File: config.mk
export PLATFORM = sky130hd
export DESIGN_NAME = byte_count_monitor
export DESIGN_NICKNAME = d
export VERILOG_FILES = /design/src/rtl/bytemon_pkg.sv /design/src/rtl/bytemon_filter.sv /design/src/rtl/bytemon_counter.sv /design/src/rtl/bytemon_irq.sv /design/src/rtl/byte_count_monitor.sv
export SDC_FILE = /design/constraint.sdc
export NUM_CORES = 1
export LEC_CHECK = 0
export BUFFER_PORTS_ARGS = -buffer_cell sky130_fd_sc_hd__buf_2
export CAP_MARGIN = 20
export CORE_UTILIZATION = 59
export DETAILED_ROUTE_END_ITERATION = 12
export PLACE_DENSITY = 0.91
export SLEW_MARGIN = 25
export SYNTH_ARGS = -nofsm -noshare
export SYNTH_HDL_FRONTEND = slang
export SYNTH_SLANG_ARGS = --single-unit
File: constraint.sdc
create_clock -name clk -period 4.8 [get_ports clk]
set_input_delay 0.72 -clock clk [delete_from_list [all_inputs] [get_ports clk]]
set_output_delay 0.72 -clock clk [all_outputs]
set_load 0.01 [all_outputs]
File: src/rtl/bytemon_pkg.sv
package bytemon_pkg;

  localparam int CNT_W  = 32;
  localparam int ADDR_W = 4;
  localparam int DATA_W = 32;
  localparam int THR_LO = 16;
  localparam int THR_W  = 5;
  localparam int ST_W   = 2;
  localparam int ST_HIT = 0;
  localparam int ST_OVF = 1;

  localparam logic [ADDR_W-1:0] OFS_CTRL  = 4'd0;
  localparam logic [ADDR_W-1:0] OFS_ZERO  = 4'd1;
  localparam logic [ADDR_W-1:0] OFS_COUNT = 4'd2;
  localparam logic [ADDR_W-1:0] OFS_LIMIT = 4'd3;
  localparam logic [ADDR_W-1:0] OFS_MASK  = 4'd4;
  localparam logic [ADDR_W-1:0] OFS_MATCH = 4'd5;
  localparam logic [ADDR_W-1:0] OFS_STAT  = 4'd6;
  localparam logic [ADDR_W-1:0] OFS_IEN   = 4'd7;
  localparam logic [ADDR_W-1:0] OFS_ICLR  = 4'd8;
  localparam logic [ADDR_W-1:0] OFS_GACK  = 4'd9;

  typedef struct packed {
    logic [CNT_W-1:0] value;
    logic             hit;
    logic             ovf;
  } step_t;

  // One accumulation step: new counter value plus threshold and carry events.
  function automatic step_t count_step(input logic [CNT_W-1:0] cur,
                                       input logic [CNT_W-1:0] inc,
                                       input logic [CNT_W-1:0] lim,
                                       input logic             wrap);
    logic [CNT_W:0] sum;
    logic [CNT_W:0] res;
    logic           hit;
    step_t          r;
    sum = {1'b0, cur} + {1'b0, inc};
    if (wrap) hit = (lim != '0) && (sum >= {1'b0, lim});
    else      hit = (cur < lim) && (sum >= {1'b0, lim});
    res     = (hit && wrap) ? (sum - {1'b0, lim}) : sum;
    r.value = res[CNT_W-1:0];
    r.hit   = hit;
    r.ovf   = res[CNT_W];
    return r;
  endfunction

  function automatic logic id_selected(input logic [DATA_W-1:0] id,
                                       input logic [DATA_W-1:0] mask,
                                       input logic [DATA_W-1:0] match);
    return ((id ^ match) & mask) == '0;
  endfunction

endpackage

File: src/rtl/bytemon_filter.sv
module bytemon_filter
  import bytemon_pkg::*;
#(
  parameter int ID_W = 8
) (
  input  logic            beat_valid,
  input  logic [ID_W-1:0] beat_id,
  input  logic            run,
  input  logic [ID_W-1:0] sel_mask,
  input  logic [ID_W-1:0] sel_match,
  output logic            qual
);
  localparam int PAD = DATA_W - ID_W;

  logic id_ok;

  always_comb begin
    id_ok = id_selected({{PAD{1'b0}}, beat_id},
                        {{PAD{1'b0}}, sel_mask},
                        {{PAD{1'b0}}, sel_match});
    qual  = beat_valid && run && id_ok;
  end
endmodule

File: src/rtl/bytemon_counter.sv
module bytemon_counter
  import bytemon_pkg::*;
#(
  parameter int BYTES_W       = 8,
  parameter bit WRAP_ON_LIMIT = 1'b0
) (
  input  logic               clk,
  input  logic               rst_n,
  input  logic               zero_req,
  input  logic               qual,
  input  logic [BYTES_W-1:0] beat_bytes,
  input  logic [CNT_W-1:0]   limit,
  output logic [CNT_W-1:0]   count,
  output logic               hit_evt,
  output logic               ovf_evt
);
  localparam int INC_PAD = CNT_W - BYTES_W;

  step_t            nxt;
  logic [CNT_W-1:0] inc;

  generate
    if (INC_PAD > 0) begin : g_pad
      assign inc = {{INC_PAD{1'b0}}, beat_bytes};
    end else begin : g_full
      assign inc = beat_bytes[CNT_W-1:0];
    end
  endgenerate

  always_comb begin
    nxt     = count_step(count, inc, limit, WRAP_ON_LIMIT);
    hit_evt = qual && !zero_req && nxt.hit;
    ovf_evt = qual && !zero_req && nxt.ovf;
  end

  always_ff @(posedge clk or negedge rst_n) begin
    if (!rst_n)        count <= '0;
    else if (zero_req) count <= '0;
    else if (qual)     count <= nxt.value;
  end
endmodule

File: src/rtl/bytemon_irq.sv
module bytemon_irq
  import bytemon_pkg::*;
(
  input  logic            clk,
  input  logic            rst_n,
  input  logic [ST_W-1:0] set_vec,
  input  logic [ST_W-1:0] clr_vec,
  input  logic [ST_W-1:0] ien,
  input  logic            gack,
  output logic [ST_W-1:0] stat,
  output logic            irq,
  output logic            glb_req,
  output logic            armed_evt
);
  assign armed_evt = |(set_vec & ien);
  assign irq       = |(stat & ien);

  always_ff @(posedge clk or negedge rst_n) begin
    if (!rst_n) begin
      stat    <= '0;
      glb_req <= 1'b0;
    end else begin
      stat <= (stat & ~clr_vec) | set_vec;
      if (armed_evt) glb_req <= 1'b1;
      else if (gack) glb_req <= 1'b0;
    end
  end
endmodule

File: src/rtl/byte_count_monitor.sv
module byte_count_monitor
  import bytemon_pkg::*;
#(
  parameter int BYTES_W       = 8,
  parameter int ID_W          = 8,
  parameter bit WRAP_ON_LIMIT = 1'b0
) (
  input  logic               clk,
  input  logic               rst_n,
  input  logic               beat_valid,
  input  logic [BYTES_W-1:0] beat_bytes,
  input  logic [ID_W-1:0]    beat_id,
  input  logic               cfg_we,
  input  logic [3:0]         cfg_addr,
  input  logic [31:0]        cfg_wdata,
  output logic [31:0]        cfg_rdata,
  output logic [4:0]         throttle_o,
  output logic               irq_o,
  output logic               glb_req_o
);
  localparam int ID_PAD = DATA_W - ID_W;

  logic             run;
  logic [THR_W-1:0] thr;
  logic [CNT_W-1:0] limit;
  logic [ID_W-1:0]  sel_mask;
  logic [ID_W-1:0]  sel_match;
  logic [ST_W-1:0]  ien;
  logic [CNT_W-1:0] count;
  logic [ST_W-1:0]  stat;

  // named internal events
  logic            ctrl_we, limit_we, mask_we, match_we, ien_we;
  logic            zero_req, gack_req;
  logic [ST_W-1:0] stat_clr;
  logic            qual, hit_evt, ovf_evt, armed_evt;
  logic [ST_W-1:0] set_vec;

  always_comb begin
    ctrl_we  = cfg_we && (cfg_addr == OFS_CTRL);
    limit_we = cfg_we && (cfg_addr == OFS_LIMIT);
    mask_we  = cfg_we && (cfg_addr == OFS_MASK);
    match_we = cfg_we && (cfg_addr == OFS_MATCH);
    ien_we   = cfg_we && (cfg_addr == OFS_IEN);
    zero_req = cfg_we && (cfg_addr == OFS_ZERO) && cfg_wdata[0];
    gack_req = cfg_we && (cfg_addr == OFS_GACK) && cfg_wdata[0];
    stat_clr = (cfg_we && (cfg_addr == OFS_ICLR)) ? cfg_wdata[ST_W-1:0] : '0;
  end

  always_ff @(posedge clk or negedge rst_n) begin
    if (!rst_n) begin
      run       <= 1'b0;
      thr       <= '0;
      limit     <= '0;
      sel_mask  <= '0;
      sel_match <= '0;
      ien       <= '0;
    end else begin
      if (ctrl_we) begin
        run <= cfg_wdata[0];
        thr <= cfg_wdata[THR_LO +: THR_W];
      end
      if (limit_we) limit     <= cfg_wdata[CNT_W-1:0];
      if (mask_we)  sel_mask  <= cfg_wdata[ID_W-1:0];
      if (match_we) sel_match <= cfg_wdata[ID_W-1:0];
      if (ien_we)   ien       <= cfg_wdata[ST_W-1:0];
    end
  end

  bytemon_filter #(.ID_W(ID_W)) u_filter (
    .beat_valid (beat_valid),
    .beat_id    (beat_id),
    .run        (run),
    .sel_mask   (sel_mask),
    .sel_match  (sel_match),
    .qual       (qual)
  );

  bytemon_counter #(.BYTES_W(BYTES_W), .WRAP_ON_LIMIT(WRAP_ON_LIMIT)) u_counter (
    .clk        (clk),
    .rst_n      (rst_n),
    .zero_req   (zero_req),
    .qual       (qual),
    .beat_bytes (beat_bytes),
    .limit      (limit),
    .count      (count),
    .hit_evt    (hit_evt),
    .ovf_evt    (ovf_evt)
  );

  always_comb begin
    set_vec         = '0;
    set_vec[ST_HIT] = hit_evt;
    set_vec[ST_OVF] = ovf_evt;
  end

  bytemon_irq u_irq (
    .clk       (clk),
    .rst_n     (rst_n),
    .set_vec   (set_vec),
    .clr_vec   (stat_clr),
    .ien       (ien),
    .gack      (gack_req),
    .stat      (stat),
    .irq       (irq_o),
    .glb_req   (glb_req_o),
    .armed_evt (armed_evt)
  );

  assign throttle_o = thr;

  always_comb begin
    cfg_rdata = '0;
    case (cfg_addr)
      OFS_CTRL:  begin
        cfg_rdata[0]               = run;
        cfg_rdata[THR_LO +: THR_W] = thr;
      end
      OFS_COUNT: cfg_rdata = count;
      OFS_LIMIT: cfg_rdata = limit;
      OFS_MASK:  cfg_rdata = {{ID_PAD{1'b0}}, sel_mask};
      OFS_MATCH: cfg_rdata = {{ID_PAD{1'b0}}, sel_match};
      OFS_STAT:  cfg_rdata[ST_W-1:0] = stat;
      OFS_IEN:   cfg_rdata[ST_W-1:0] = ien;
      default:   cfg_rdata = '0;
    endcase
  end
endmodule

# Yosys cells after proc, flatten, opt, wreduce, memory -nomap -nowiden
# Cells that the tools add are included.
[totals]
ff_bits = 91
wordCells = 61
[op_classes]
addsub = 1
magnitude_cmp = 2
n_eq_ne = 9
mux = 10
n_bitwise = 7
n_reduce_logical = 23
[op_table]
columns = ["cell", "n"]
rows = [
  ["32-bit 2-to-1 mux", 2],
  ["14-bit one-hot mux with 4 select lines", 1],
  ["32-bit by 8-bit adder with 33-bit output", 1],
  ["33-bit by 32-bit >= comparator with 1-bit output", 1],
  ["32-bit by 8-bit AND with 32-bit output", 1],
  ["32-bit logical NOT", 1],
  ["32-bit less-than comparator", 1],
  ["11-bit one-hot mux with 2 select lines", 1],
  ["4-bit by 3-bit equality test with 1-bit output (second input constant)", 4],
  ["1-bit logical AND", 16],
  ["5-bit one-hot mux with 3 select lines", 1],
  ["4-bit by 2-bit equality test with 1-bit output (second input constant)", 2],
  ["4-bit equality test (second input constant)", 2],
  ["8-bit XOR", 1],
  ["1-bit one-hot mux with 7 select lines", 1],
  ["2-bit AND", 3],
  ["1-bit one-hot mux with 6 select lines", 1],
  ["4-bit by 1-bit equality test with 1-bit output (second input constant)", 1],
  ["4-bit logical NOT", 1],
  ["2-bit nonzero test", 2],
  ["2-bit OR reduction", 2],
  ["1-bit 2-to-1 mux", 2],
  ["2-bit 2-to-1 mux", 1],
  ["2-bit inverter", 1],
  ["other kinds (2)", 2],
]

# Longest topological paths before layout
[depth]
word_depth = 9
ltp_mapped = 18

# Cells and area by module
# A second synthesis with hierarchy kept.
[hier_totals]
hier_cells = 700
hier_area_um2 = 7089.3
[by_module_without_submodules]
columns = ["mod", "n_inst", "cells_each", "area_each_um2"]
rows = [
  ["bytemon_counter", 1, 457, 3797.4],
  ["byte_count_monitor", 1, 218, 3049.2],
  ["bytemon_irq", 1, 11, 126.4],
  ["bytemon_filter", 1, 14, 116.4],
]

# Worst setup path after synthesis
# Ideal clock, no wire load.
[synth_timing]
path_type = "input-to-reg"
from = "input port beat_bytes[0]"
to = "register u_irq.glb_req"
setup_ns = 0.120
arrival_time_ns = 3.705
required_time_ns = 4.680
setup_slack_ns = 0.975
cell_stages = 18
path_buffers = 1
path_cell_list = "ha_1 > inv_1 > fa_1 > nor2b_1 > o31a_1 > o32ai_2 > buf_2 > nor2_1 > nand4_1 > xnor2_1 > ha_1 > a21oi_1 > o21a_1 > o221ai_1 > o21bai_1 > o221ai_1 > a21oi_1 > a31o_2"
[synth_between]
elab_chain_cells = 7
elab_cells_between_ends = 9
classes_between = "add/sub (1); order compare (1); mux (1); bitwise (1); reduce/logical (5)"
[synth_lines]
columns = ["item", "line", "source"]
rows = [
  ["start: declaration", "byte_count_monitor.sv:11", "input logic [BYTES_W-1:0] beat_bytes,"],
  ["32-bit by 8-bit adder with 33-bit output (*)", "bytemon_pkg.sv:38", "sum = {1'b0, cur} + {1'b0, inc};"],
  ["33-bit by 32-bit >= comparator with 1-bit output", "bytemon_pkg.sv:40", "else hit = (cur < lim) && (sum >= {1'b0, lim});"],
  ["1-bit logical AND", "bytemon_pkg.sv:40", ""],
  ["1-bit logical AND", "bytemon_counter.sv:32", "hit_evt = qual && !zero_req && nxt.hit;"],
  ["2-bit AND (*)", "bytemon_irq.sv:15", "assign armed_evt = |(set_vec & ien);"],
  ["2-bit OR reduction (*)", "bytemon_irq.sv:15", ""],
  ["1-bit 2-to-1 mux / 2-bit nonzero test (equally long branches)", "--", ""],
  ["end signal: assignment", "bytemon_irq.sv:21", "glb_req <= 1'b0;"],
  ["end signal: assignment", "bytemon_irq.sv:24", "if (armed_evt) glb_req <= 1'b1;"],
  ["end signal: assignment", "bytemon_irq.sv:25", "else if (gack) glb_req <= 1'b0;"],
  ["end: declaration", "bytemon_irq.sv:12", "output logic glb_req,"],
]
# Mark *: on every way between the ends. The rest lies on a longest branch, timed or not.
# A chain may end at the register's enable or synchronous reset.

# Worst setup path in the final report
# Ends and elaborated chain as after synthesis.

==> impl_metrics.json <==
{
  "initial_core_util": 0.609,
  "clock_path_buffers": 2,
  "cts_tree": "yes",
  "io_pins": 95,
  "ys.flop_type": "dfrtp_1",
  "dieArea_sq_um": 11700,
  "use_met1": 0.388,
  "root_buffer": "clkbuf_16",
  "r2r-end": "u_irq.glb_req",
  "worstRegToRegCells": 18,
  "vias": 5790,
  "critical_path_class": "input port to flip-flop",
  "grt_pass1_wl_mm": 28.4,
  "cts.hold.buffers_added": 0,
  "grtUsageMet3": 0.0573,
  "antenna_left": 0,
  "synth.cell_area_sq_um": 6660,
  "vdd_drop_max_uv": 323,
  "track_usage": 0.316,
  "async_reset_ff_frac": 1.00,
  "p_sw_frac": 0.367,
  "drt_wl_total_mm": 17.1,
  "cp-end-kind": "flip-flop",
  "power_per_cell_area_nw_per_um2": 387,
  "p_sw_mw": 1.07,
  "yosys_warnings": 0,
  "setup_slack_ns": 0.605,
  "cts_setup_buffers": 0,
  "fmax_mhz": 238,
  "worst_pin_slew_ns": 0.815,
  "crit_chain": "buf_2 -> ha_1 -> inv_1 -> fa_1 -> nor2b_1 -> o31a_1 -> o32ai_2 -> buf_4 -> nor2_1 -> nand2_1 -> xnor2_1 -> ha_1 -> nand4_1 -> nor4_1 -> nand4_1 -> o211ai_1 -> a21oi_1 -> a21oi_1 -> a31o_2",
  "layout_min_cycle_time_ns": 4.20,
  "die_width_um": 108,
  "viasPerCell": 6.35,
  "worst_clock_skew_ns": 0.00666,
  "cts_made_buffers": 9,
  "wl_per_cell_um": 18.7,
  "synthTopCellsByArea": "dfrtp_1, ha_1, mux2_2, xnor2_1, xor2_1",
  "finalNetCount": 896,
  "synthCells": 687,
  "grt_max_degree": 62,
  "drv_cap": 0,
  "synth_edf_count": 0,
  "die_height_um": 108,
  "clock_sinks": 91,
  "grt_pass1_vias": 5905,
  "intPower_mw": 1.85,
  "first_iter_violations": 338,
  "hold_slack_ns": 0.440,
  "synth.distinct_cells": 62,
  "required_ns": 5.10,
  "drive_gt1_frac": 0.253,
  "rows": 38,
  "overflow": 0,
  "synth_common_cells": "dfrtp_1, ha_1, mux2_2, nor2_1, inv_1",
  "grt_busiest_layer": "met2",
  "clkSlewWorstSetupHoldPaths_ns": 0.07,
  "crit_fanout": 12,
  "synth_area_leader_cell": "dfrtp_1",
  "port_buffers": 94,
  "post-route-drc-count": 0,
  "grt_util_met2": 0.525,
  "placed_cells": 897,
  "syn_nets": 815,
  "seq_power_share": 0.366,
  "crit_path_top_delay_cell": "nor4_1",
  "timing.rr.start": "u_counter.count[0]",
  "synth-seq-area-share": 0.342,
  "diodes": 0,
  "hold_viol": 0,
  "htree_num_levels": 3,
  "finalCritPeriodShare": 0.874,
  "final-max-slew-violation-count": 0,
  "pwr-share-comb": 0.372,
  "dp.final_hpwl_mm": 12.8,
  "clkLatencyLatePin_ns": 0.36,
  "yosysMostFrequentCell": "dfrtp_1",
  "worst_path_largest_cell_delay_ns": 0.48,
  "core_area_sq_um": 10900,
  "start_kind": "input port",
  "power_leakage_nw": 3.78,
  "cp.arrival_ns": 4.49,
  "p_clk_frac": 0.262,
  "ys_seq_elements": 91,
  "gp_congestion": 1.02,
  "status": "complete, no violations",
  "dr.pass1.iters": 6,
  "yosysTopAreaCellShare": 0.342,
  "area_growth_pct": 13.3,
  "place_ws_ns": 0.377,
  "fin_cells": 912,
  "cts-resized-gates": 0,
  "antenna_found_initial": 0,
  "tns_ns": 0,
  "synth_area_per_cell_sq_um": 9.69,
  "r2r_slack_ns": 0.65,
  "rsz0062_at_grt": "false",
  "relSlewSlack": 0.454,
  "holdCritPathClass": "input port to async pin",
  "finalSetupViolCount": 0
}
-- cell type report --
cell class | count | area (sq um)
Clock buffer | 9 | 225
Clock inverter | 6 | 90.1
Fill cell | 786 | 3390
Inverter | 46 | 173
Multi-Input combinational cell | 518 | 4070
Sequential cell | 91 | 2280
Tap cell | 140 | 175
Timing Repair Buffer | 102 | 533
-- power groups by stage --
stage	Sequential, mW	Combinational (mW)	Clock, mW
3_3_place_gp	1.07	0.986	0
4_1_cts	1.06	1.07	0.770
5_1_grt	1.09	1.21	0.800
2_1_floorplan	1.03	0.767	0
6_report	1.07	1.09	0.765
3_5_place_dp	1.08	1.06	0
-- worst max-delay path, delay by kind of cell --
kind,cells,cell delay (ns)
adders and majority gates,3,0.90
buffers and inverters,3,0.35
xor gates and xnor gates,1,0.15
AOI/OAI and AO/OA,6,1.06
and+or+nand+nor,6,1.31
-- logic make-up after synthesis --
family,Yosys count,share of synthesized area
XOR/XNOR,52,0.0684
multiplexers,69,0.115
adder cells (fa/ha/maj),72,0.136
buffers and inverters,78,0.0468
flip-flops,91,0.342
AND/OR/NAND/NOR,186,0.146
AO/OA/AOI/OAI,139,0.145
-- sequential cells by signal, indices dropped and copies added, names as in the netlist --
name,count
limit,32
ien,2
sel_mask,8
u_irq.glb_req,1
sel_match,8
u_counter.count,32
u_irq.stat,2
throttle_o,5
run,1
-- per-stage QoR --
step	power, mW	cell area [sq um]	utilization
after global routing	3.09	7540	0.690
after CTS	2.91	7540	0.690
final	2.92	7540	0.690
after floorplan	1.79	6660	-
after global placement	2.05	7230	0.661
after detailed placement	2.14	7230	0.661
-- routing by layer --
metal,vias up,routed length (um),part of all wire
li1,2647,-,-
met1,2832,7090,0.42
met2,251,8340,0.49
met3,60,1040,0.061
met4,0,602,0.035
met5,-,0,0
-- worst max path at each step --
stage,start,to,slack [ns],cells past startpoint
after floorplan,beat_bytes[0],u_irq.glb_req,0.97,18
after global placement,beat_bytes[0],u_irq.glb_req,0.64,19
after detailed placement,beat_bytes[0],u_irq.glb_req,0.38,19
after CTS,beat_bytes[0],u_irq.stat[0],0.74,19
after global routing,beat_bytes[0],u_irq.glb_req,0.33,19
final,beat_bytes[0],u_irq.glb_req,0.60,19
-- cell usage in the layout (no fill, tap or decap), drive strengths merged, types with 5 or more instances in the layout --
cell type,instances
a21o,7
a21oi,36
a22o,22
a22oi,19
and4,5
buf,102
clkbuf,9
dfrtp,91
ha,71
inv,47
mux2,62
mux2i,7
nand2,37
nand3,21
nand4,20
nor2,54
nor2b,5
nor3,11
nor4,5
o21a,6
o21ai,24
or3,10
xnor2,26
xor2,26
Note: power is estimated with default switching activity, not from simulation.
